===== src/rtl/cpu16_pkg.sv =====
package cpu16_pkg;
  localparam int XLEN = 16;

  localparam logic [3:0] OP_ADD = 4'b0001;
  localparam logic [3:0] OP_AND = 4'b0101;
  localparam logic [3:0] OP_NOT = 4'b1001;
  localparam logic [3:0] OP_LD  = 4'b0010;
  localparam logic [3:0] OP_LDI = 4'b1010;
  localparam logic [3:0] OP_LDR = 4'b0110;
  localparam logic [3:0] OP_ST  = 4'b0011;
  localparam logic [3:0] OP_STI = 4'b1011;
  localparam logic [3:0] OP_STR = 4'b0111;
  localparam logic [3:0] OP_LEA = 4'b1110;

  typedef enum logic [2:0] {
    S_FETCH, S_FWAIT, S_IRLD, S_DECODE, S_RWAIT, S_RDATA, S_WRITE
  } seq_t;

  function automatic logic [2:0] flags_of(input logic [XLEN-1:0] v);
    logic neg, zer;
    neg = v[XLEN-1];
    zer = (v == '0);
    return {neg, zer, ~neg & ~zer};
  endfunction
endpackage


===== src/rtl/cpu16_regfile.sv =====
module cpu16_regfile #(
  parameter int W = 16,
  parameter int N = 8,
  localparam int AW = $clog2(N)
) (
  input  logic          clk,
  input  logic          rst,
  input  logic          wen,
  input  logic [AW-1:0] waddr,
  input  logic [W-1:0]  wdata,
  input  logic [AW-1:0] raddr_a,
  input  logic [AW-1:0] raddr_b,
  output logic [W-1:0]  rdata_a,
  output logic [W-1:0]  rdata_b
);
  logic [W-1:0] regs [N];

  always_ff @(posedge clk) begin
    if (rst) begin
      for (int i = 0; i < N; i++) regs[i] <= '0;
    end else if (wen) begin
      regs[waddr] <= wdata;
    end
  end

  assign rdata_a = regs[raddr_a];
  assign rdata_b = regs[raddr_b];
endmodule


===== src/rtl/cpu16_agen.sv =====
module cpu16_agen
  import cpu16_pkg::*;
#(
  parameter int W = XLEN
) (
  input  logic [W-1:0] instr,
  input  logic [W-1:0] pc,
  input  logic [W-1:0] base,
  output logic [W-1:0] addr
);
  logic [W-1:0] off9, off6;
  logic         use_base;

  assign off9     = {{(W-9){instr[8]}}, instr[8:0]};
  assign off6     = {{(W-6){instr[5]}}, instr[5:0]};
  assign use_base = (instr[15:12] == OP_LDR) || (instr[15:12] == OP_STR);
  assign addr     = use_base ? (base + off6) : (pc + off9);
endmodule


===== src/rtl/cpu16_alu.sv =====
module cpu16_alu
  import cpu16_pkg::*;
#(
  parameter int W = XLEN
) (
  input  logic [W-1:0] instr,
  input  logic [W-1:0] src_a,
  input  logic [W-1:0] src_b,
  output logic [W-1:0] result
);
  logic [W-1:0] imm5, opnd_b;

  assign imm5   = {{(W-5){instr[4]}}, instr[4:0]};
  assign opnd_b = instr[5] ? imm5 : src_b;

  always_comb begin
    unique case (instr[15:12])
      OP_ADD:  result = src_a + opnd_b;
      OP_AND:  result = src_a & opnd_b;
      OP_NOT:  result = ~src_a;
      default: result = src_a;
    endcase
  end
endmodule


===== src/rtl/cpu16_core.sv =====
module cpu16_core
  import cpu16_pkg::*;
#(
  parameter int               NREG     = 8,
  parameter logic [XLEN-1:0]  RESET_PC = 16'h3000
) (
  input  logic            clk,
  input  logic            rst,
  input  logic            halt,
  output logic [XLEN-1:0] mem_addr,
  output logic [XLEN-1:0] mem_wdata,
  output logic            mem_we,
  input  logic [XLEN-1:0] mem_rdata,
  output logic [XLEN-1:0] pc_out,
  output logic [2:0]      cc_out
);
  localparam int RAW = $clog2(NREG);

  seq_t            state_q;
  logic [XLEN-1:0] pc_q, ir_q, mar_q, mdr_q;
  logic            we_q, ptr_q;
  logic [2:0]      cc_q;

  logic [3:0]      op;
  logic            is_store, is_load, is_oper;
  logic [XLEN-1:0] rd_a, rd_b, ea, alu_y, wb_data;
  logic            wb_en;

  assign op       = ir_q[15:12];
  assign is_store = (op == OP_ST) || (op == OP_STR) || (op == OP_STI);
  assign is_load  = (op == OP_LD) || (op == OP_LDR) || (op == OP_LDI);
  assign is_oper  = (op == OP_ADD) || (op == OP_AND) || (op == OP_NOT);

  cpu16_regfile #(.W(XLEN), .N(NREG)) u_rf (
    .clk     (clk),
    .rst     (rst),
    .wen     (wb_en),
    .waddr   (ir_q[11:9]),
    .wdata   (wb_data),
    .raddr_a (ir_q[8:6]),
    .raddr_b (is_store ? ir_q[11:9] : ir_q[2:0]),
    .rdata_a (rd_a),
    .rdata_b (rd_b)
  );

  cpu16_agen #(.W(XLEN)) u_agen (
    .instr (ir_q),
    .pc    (pc_q),
    .base  (rd_a),
    .addr  (ea)
  );

  cpu16_alu #(.W(XLEN)) u_alu (
    .instr  (ir_q),
    .src_a  (rd_a),
    .src_b  (rd_b),
    .result (alu_y)
  );

  always_comb begin
    wb_en = 1'b0;
    if (!halt) begin
      if (state_q == S_DECODE && (is_oper || op == OP_LEA)) wb_en = 1'b1;
      if (state_q == S_RDATA && !ptr_q && is_load)          wb_en = 1'b1;
    end
    if (state_q == S_RDATA)  wb_data = mem_rdata;
    else if (op == OP_LEA)   wb_data = ea;
    else                     wb_data = alu_y;
  end

  always_ff @(posedge clk) begin
    if (rst) begin
      state_q <= S_FETCH;
      pc_q    <= RESET_PC;
      ir_q    <= '0;
      mar_q   <= '0;
      mdr_q   <= '0;
      we_q    <= 1'b0;
      ptr_q   <= 1'b0;
      cc_q    <= 3'b010;
    end else if (!halt) begin
      if (wb_en) cc_q <= flags_of(wb_data);
      unique case (state_q)
        S_FETCH: begin
          mar_q   <= pc_q;
          pc_q    <= pc_q + 1'b1;
          state_q <= S_FWAIT;
        end
        S_FWAIT: state_q <= S_IRLD;
        S_IRLD: begin
          ir_q    <= mem_rdata;
          state_q <= S_DECODE;
        end
        S_DECODE: begin
          state_q <= S_FETCH;
          if (is_load || op == OP_STI) begin
            mar_q   <= ea;
            ptr_q   <= (op == OP_LDI) || (op == OP_STI);
            state_q <= S_RWAIT;
          end else if (is_store) begin
            mar_q   <= ea;
            mdr_q   <= rd_b;
            we_q    <= 1'b1;
            state_q <= S_WRITE;
          end
        end
        S_RWAIT: state_q <= S_RDATA;
        S_RDATA: begin
          state_q <= S_FETCH;
          if (ptr_q) begin
            mar_q <= mem_rdata;
            ptr_q <= 1'b0;
            if (op == OP_STI) begin
              mdr_q   <= rd_b;
              we_q    <= 1'b1;
              state_q <= S_WRITE;
            end else begin
              state_q <= S_RWAIT;
            end
          end
        end
        S_WRITE: begin
          we_q    <= 1'b0;
          state_q <= S_FETCH;
        end
        default: state_q <= S_FETCH;
      endcase
    end
  end

  assign mem_addr  = mar_q;
  assign mem_wdata = mdr_q;
  assign mem_we    = we_q;
  assign pc_out    = pc_q;
  assign cc_out    = cc_q;
endmodule


===== config.mk =====
export PLATFORM = sky130hd
export DESIGN_NAME = cpu16_core
export DESIGN_NICKNAME = d
export VERILOG_FILES = /design/src/rtl/cpu16_pkg.sv /design/src/rtl/cpu16_regfile.sv /design/src/rtl/cpu16_agen.sv /design/src/rtl/cpu16_alu.sv /design/src/rtl/cpu16_core.sv
export SDC_FILE = /design/constraint.sdc
export NUM_CORES = 1
export LEC_CHECK = 0
export BUFFER_PORTS_ARGS = -buffer_cell sky130_fd_sc_hd__clkbuf_2
export CORE_MARGIN = 4
export CORE_UTILIZATION = 62
export DETAILED_ROUTE_END_ITERATION = 10
export GPL_TIMING_DRIVEN = 0
export HOLD_SLACK_MARGIN = 0.06
export PLACE_DENSITY = 0.81
export SETUP_SLACK_MARGIN = 0.15
export SKIP_CTS_REPAIR_TIMING = 1
export SLEW_MARGIN = 40
export SYNTH_ARGS = -nofsm -noshare
export SYNTH_HDL_FRONTEND = slang
export SYNTH_SLANG_ARGS = --single-unit

===== constraint.sdc =====
create_clock -name clk -period 7.8 [get_ports clk]
set_input_delay 1.17 -clock clk [delete_from_list [all_inputs] [get_ports clk]]
set_output_delay 1.17 -clock clk [all_outputs]
set_load 0.1 [all_outputs]

==> flow_summary.json, run 1 <==
{
  "status": "complete, no violations",
  "seqCellArea_mm2": 0.00535,
  "chipHeight_um": 153,
  "root_buffer": "clkbuf_16",
  "crit_family": "compound AO/OA/AOI/OAI gates",
  "path_buf_inv": 2,
  "cp-start-kind": "flip-flop",
  "power.density_mw_per_mm2": 190,
  "leakage_nw": 5.59,
  "vias_per_cell": 7.10,
  "ir_worst_vdd_mv": 0.235,
  "io_pins": 71,
  "fin_crit_sh_pct": 95.0,
  "grt_usage_pct": 36.9,
  "pre_cts_slack_ns": 0.557,
  "power.share.clock_pct": 42.2,
  "start_util_pct": 63.7,
  "dp_hpwl_um": 32300,
  "cts_tree": "done",
  "setup_viol": 0,
  "drc": 0,
  "drive_above_1_share_pct": 16.7,
  "clock-sinks": 203,
  "grt_max_degree": 17,
  "worst_slew_pin_slew_ns": 0.758,
  "worstPathRequired_ns": 8.22,
  "clock_skew_ns": 0.0204,
  "slowest_stage": "clkbuf_1",
  "drtIter0Drc": 1554,
  "gp_congestion": 1.01,
  "syn_nets": 1354,
  "syn_inst": 1285,
  "overflow": 0,
  "clkSlewWorstSetupHoldPaths_ns": 0.06,
  "grt_setup_unrepaired": "no",
  "synth-seq-area-share_pct": 41.1,
  "ant_nets": 0,
  "p_sw_mw": 0.757,
  "final_nets": 1448,
  "antenna_found_initial": 0,
  "cts_made_buffers": 22,
  "layout_setup_ws_ns": 0.387,
  "port_buffers": 69,
  "finalCriticalPeriod_ns": 7.41,
  "insertion_delay_ns": 0.53,
  "critPathArrivalTime_ns": 7.83,
  "p_sw_share_pct": 27.2,
  "path_cells": "clkbuf_4 -> nand2_1 -> and2_1 -> nand2_1 -> mux2i_1 -> clkbuf_1 -> mux4_2 -> mux2i_1 -> a21oi_1 -> ha_1 -> fa_1 -> a211oi_1 -> o21ai_1 -> a311oi_1 -> o41ai_1 -> nor3b_1 -> a2bb2oi_2 -> and4bb_2 -> nand4_1 -> a32o_2",
  "finalSetupTns_ns": 0,
  "netlist_area_mm2": 0.0130,
  "synth_edf_count": 128,
  "area_growth_syn_to_layout_pct": 12.0,
  "row_count": 52,
  "max_freq_ghz": 0.135,
  "num_vias": 11800,
  "crit_type": "flip-flop to flip-flop",
  "dpl_cell_area_mm2": 0.0138,
  "min_path_type": "flip-flop to flip-flop",
  "hold_violations": 0,
  "avgSynthCellArea_um2": 10.1,
  "p_int_mw": 2.02,
  "die_w_um": 153,
  "pwr-share-comb_pct": 14.5,
  "timing.slew.headroom_pct": 48.0,
  "multi_input_area_mm2": 0.00722,
  "htreeDepth": 1,
  "power_frac_seq_pct": 43.2,
  "grt_pass1_vias": 11200,
  "antenna_cells": 0,
  "final_max_slew_viol_count": 0,
  "grt_pass1_wl_um": 66500,
  "coreArea_mm2": 0.0204,
  "ys_warn_count": 0,
  "wl_per_cell_um": 26.6,
  "synth_cell_types": 92,
  "cp_max_fo": 10,
  "dr.pass1.iters": 6,
  "ctsLongestPathBuffers": 3,
  "totalWireLength_um": 44200,
  "crit_path_max_incr_delay_ns": 0.66,
  "die_area_mm2": 0.0234,
  "fillers": 1536,
  "drv_cap": 0,
  "synth_ff_type": "edfxtp_1",
  "design_area_mm2": 0.0146,
  "cp-end-kind": "flip-flop",
  "async_flop_share_pct": 0,
  "synth.ff_latch_count": 203
}
[area by class of cell]
| type | count | share of cell area (%) |
|---|---|---|
| inverters | 25 | 0.644 |
| plain buffers | 79 | 2.92 |
| well taps | 270 | 2.32 |
| multi-input cells | 978 | 49.5 |
| clock inverters | 12 | 1.60 |
| repair buffers | 70 | 2.42 |
| flip-flops and latches | 203 | 36.7 |
| clock buffers | 27 | 3.90 |
[cells by family after synthesis]
kind of cell / count (synthesis) / share of synthesized area [%]
flops: 203 / 41.1
compound gates: 319 / 17.1
xor+xnor: 35 / 2.36
mux: 111 / 14.6
buf+inv: 104 / 3.98
simple gates: 463 / 15.9
fa+ha+maj: 50 / 4.98
[per-stage QoR]
stage / hold WS (ns) / utilization, % / cells / power [mW]
after floorplan: 0.454 / - / 1285 / 1.50
after global placement: 0.452 / 67.1 / 1624 / 1.60
after detailed placement: 0.459 / 67.3 / 1625 / 1.61
after CTS: 0.473 / 71.3 / 1664 / 2.76
after global routing: 0.515 / 71.4 / 1664 / 2.84
final: 0.471 / 71.4 / 1664 / 2.78
[worst register-to-register path, cell delays in order, from the launching register on]
cell	delay, ns
dfxtp_1	0.35
clkbuf_4	0.23
nand2_1	0.12
and2_1	0.24
nand2_1	0.35
mux2i_1	0.55
clkbuf_1	0.66
mux4_2	0.40
mux2i_1	0.38
a21oi_1	0.16
ha_1	0.29
fa_1	0.50
a211oi_1	0.32
o21ai_1	0.20
a311oi_1	0.48
o41ai_1	0.12
nor3b_1	0.46
a2bb2oi_2	0.51
and4bb_2	0.32
nand4_1	0.29
a32o_2	0.37
[state kept, by name, indices dropped and copies added, names as in the netlist, 3 cells and up, named ones only]
register   count
cc_out         3
ir_q          16
mem_addr      16
mem_wdata     16
pc_out        16
state_q        3
u_rf.regs    128
[layout by cell type (no fill, tap or decap), types with 9 or more instances in the layout]
cell,count
nor2_1,229
edfxtp_1,128
nand2_1,106
a21oi_1,93
dfxtp_1,75
clkbuf_2,70
mux4_2,57
clkbuf_1,56
a211oi_1,47
ha_1,47
mux2i_1,36
o21ai_0,34
inv_1,23
clkbuf_16,22
nand3_1,18
xnor2_1,18
and3_1,17
xor2_1,17
a21o_1,16
nor3_1,13
o211ai_1,13
and2_1,11
nand2b_1,10
a221oi_1,10
a311oi_1,10
buf_4,9
buf_2,9
nor2b_1,9
o21ai_1,9
o31ai_1,9
[power by group through the flow]
| stage | registers (mW) | clock network, mW | logic, mW |
|---|---|---|---|
| after floorplan | 1.28 | 0 | 0.219 |
| after global placement | 1.22 | 0 | 0.384 |
| after detailed placement | 1.22 | 0 | 0.390 |
| after CTS | 1.20 | 1.17 | 0.393 |
| after global routing | 1.20 | 1.21 | 0.426 |
| final | 1.20 | 1.17 | 0.404 |
[per-layer routing]
layer | up-vias | share of wire (%) | track usage, %
met5 | - | 0 | 0
met4 | 0 | 7.3 | 21.2
met3 | 234 | 11 | 6.50
met2 | 913 | 46 | 60.0
met1 | 5614 | 35 | 46.7
li1 | 5050 | - | -
[final timing paths]
kind                  start   endpoint  slack [ns]  depth (start not counted)
hold / removal    cc_out[1]  cc_out[1]        0.47                          2
hold reg to reg   cc_out[1]  cc_out[1]        0.47                          2
setup / recovery   ir_q[14]  cc_out[0]        0.39                         20
setup reg to reg   ir_q[14]  cc_out[0]        0.39                         20
[Yosys cell counts, drive strengths merged (15+ instances only)]
cell	instances	area (um^2)
a211oi	48	360
a21o	17	129
a21oi	94	474
and3	17	106
buf	24	194
clkbuf	55	230
dfxtp	75	1500
edfxtp	128	3840
ha	47	588
inv	25	93.8
mux2i	38	380
mux4	60	1360
nand2	106	398
nand2b	18	113
nand3	18	90.1
nor2	229	860
nor3	15	80.1
o21ai	44	231
xnor2	18	158
xor2	17	149
(Power assumes the default switching activity.)
==> run 2: changes to the inputs <==
- clock period: 7.8 -> 7.25 ns (I/O delays scaled with it)
==> run 2 against run 1 <==
Combinational power increased by 7.9%. Count of clock-buffer cells in the layout did not move. Design area is 0.27% higher. Hold slack about the same. Wire length rose by 0.18%. Register-to-register slack gained 0.08 ns. Sequential power up 8%. Clock skew rose by 0.0038 ns. Sequential share of layout area down 0.097 points.
==> flow_summary.json, run 2 (synthesized netlist as in run 1, its figures left out) <==
{
  "cts_tree": "done",
  "layout_setup_ws_ns": 0.466,
  "ir_worst_vdd_mv": 0.249,
  "drtIter0Drc": 1451,
  "grt_max_degree": 17,
  "worst_slew_pin_slew_ns": 0.816,
  "hold_violations": 0,
  "finalCriticalPeriod_ns": 6.78,
  "crit_type": "flip-flop to flip-flop",
  "wl_per_cell_um": 26.6,
  "die_w_um": 153,
  "dr.pass1.iters": 6,
  "dp_hpwl_um": 32300,
  "htreeDepth": 1,
  "finalSetupTns_ns": 0,
  "clock-sinks": 203,
  "ant_nets": 0,
  "area_growth_syn_to_layout_pct": 12.3,
  "setup_viol": 0,
  "grt_pass1_vias": 11200,
  "largest_reg_flops": 128,
  "antenna_found_initial": 0,
  "worstHoldStart": "cc_out[1]",
  "io_pins": 71,
  "fin_crit_sh_pct": 93.6,
  "drive_above_1_share_pct": 17.1,
  "clock_skew_ns": 0.0243,
  "timing.slew.headroom_pct": 44.0,
  "min_to": "cc_out[1]",
  "status": "complete, no violations",
  "mostFrequentLayoutCells": "nor2_1, edfxtp_1, nand2_1",
  "cp-start-kind": "flip-flop",
  "dp_cells": 1625,
  "insertion_delay_ns": 0.54,
  "totalWireLength_um": 44300,
  "r2r_end": "cc_out[0]",
  "seqCellArea_mm2": 0.00535,
  "grt_usage_pct": 36.9,
  "p_total_mw": 2.99,
  "multi_input_area_mm2": 0.00725,
  "holdWs_ns": 0.471,
  "drv_cap": 0,
  "drc": 0,
  "final_common_cell": "nor2_1",
  "final_util_pct": 71.6,
  "pre_cts_slack_ns": 0.00677,
  "whs_path_depth": 2,
  "clkSlewWorstSetupHoldPaths_ns": 0.06,
  "min_path_type": "flip-flop to flip-flop",
  "ctsLongestPathBuffers": 3,
  "leakage_nw": 5.60,
  "max_freq_ghz": 0.147,
  "final_max_slew_viol_count": 0,
  "r2r-start": "ir_q[14]",
  "overflow": 0,
  "grt_setup_unrepaired": "no",
  "worstPathRequired_ns": 7.67,
  "r2r_setup_slack_ns": 0.47,
  "regMostFlops": "u_rf.regs",
  "cp-end-kind": "flip-flop",
  "gp_congestion": 1.01,
  "stdcell_count": 1664,
  "cp_max_fo": 10,
  "fillers": 1534,
  "grt_pass1_wl_um": 66500,
  "power.density_mw_per_mm2": 204,
  "die_area_mm2": 0.0234,
  "cts_made_buffers": 22,
  "dpl_cell_area_mm2": 0.0138,
  "start_util_pct": 63.7,
  "port_buffers": 69,
  "row_count": 52,
  "root_buffer": "clkbuf_16",
  "num_vias": 11700,
  "antenna_cells": 0,
  "chipHeight_um": 153,
  "coreArea_mm2": 0.0204,
  "final_nets": 1448,
  "critPathArrivalTime_ns": 7.21,
  "vias_per_cell": 7.05,
  "reg2reg_depth": 20,
  "design_area_mm2": 0.0146
}
run 2: layout make-up:
cell class                 instances  share of cell area, %
buffer                            79                   2.96
clock buffer                      27                   3.89
clock inverter                    12                   1.60
inverter                          25                  0.642
multi-input combinational        978                   49.6
sequential                       203                   36.6
tap                              270                   2.31
timing repair buffer              70                   2.41
run 2: how the worst max path moves through the flow:
stage | slack, ns | from | end
5_1_grt | 0.29 | ir_q[14] | cc_out[0]
2_1_floorplan | 1.76 | ir_q[14] | cc_out[0]
3_3_place_gp | -0.26 | ir_q[14] | cc_out[0]
3_5_place_dp | 0.007 | ir_q[14] | cc_out[0]
4_1_cts | -0.05 | ir_q[14] | cc_out[0]
6_report | 0.47 | ir_q[14] | cc_out[0]
run 2: worst max-delay path, stage by stage (launching register included):
cell	delay, ns
dfxtp_1	0.35
clkbuf_4	0.23
nand2_1	0.11
and2_1	0.25
nand2_2	0.25
mux2i_4	0.39
clkbuf_4	0.40
mux4_2	0.54
mux2i_1	0.37
a21oi_1	0.16
ha_1	0.29
fa_1	0.49
a211oi_1	0.32
o21ai_1	0.20
a311oi_1	0.48
o41ai_1	0.14
nor3b_2	0.37
a2bb2oi_4	0.37
and4bb_2	0.29
nand4_1	0.28
a32o_2	0.37
run 2: per-layer routing:
layer | GRT usage, % | up-vias | wire, um
li1 | - | 5060 | -
met1 | 46.7 | 5576 | 15500
met2 | 60.0 | 876 | 20600
met3 | 6.50 | 222 | 5010
met4 | 21.2 | 0 | 3160
met5 | 0 | - | 0
run 2: report_power, final:
part | internal [mW] | leakage (nW) | switching (mW)
Clock | 0.777 | 0.390 | 0.485
Combinational | 0.136 | 3.28 | 0.300
Sequential | 1.26 | 1.93 | 0.0291
Total | 2.17 | 5.60 | 0.814
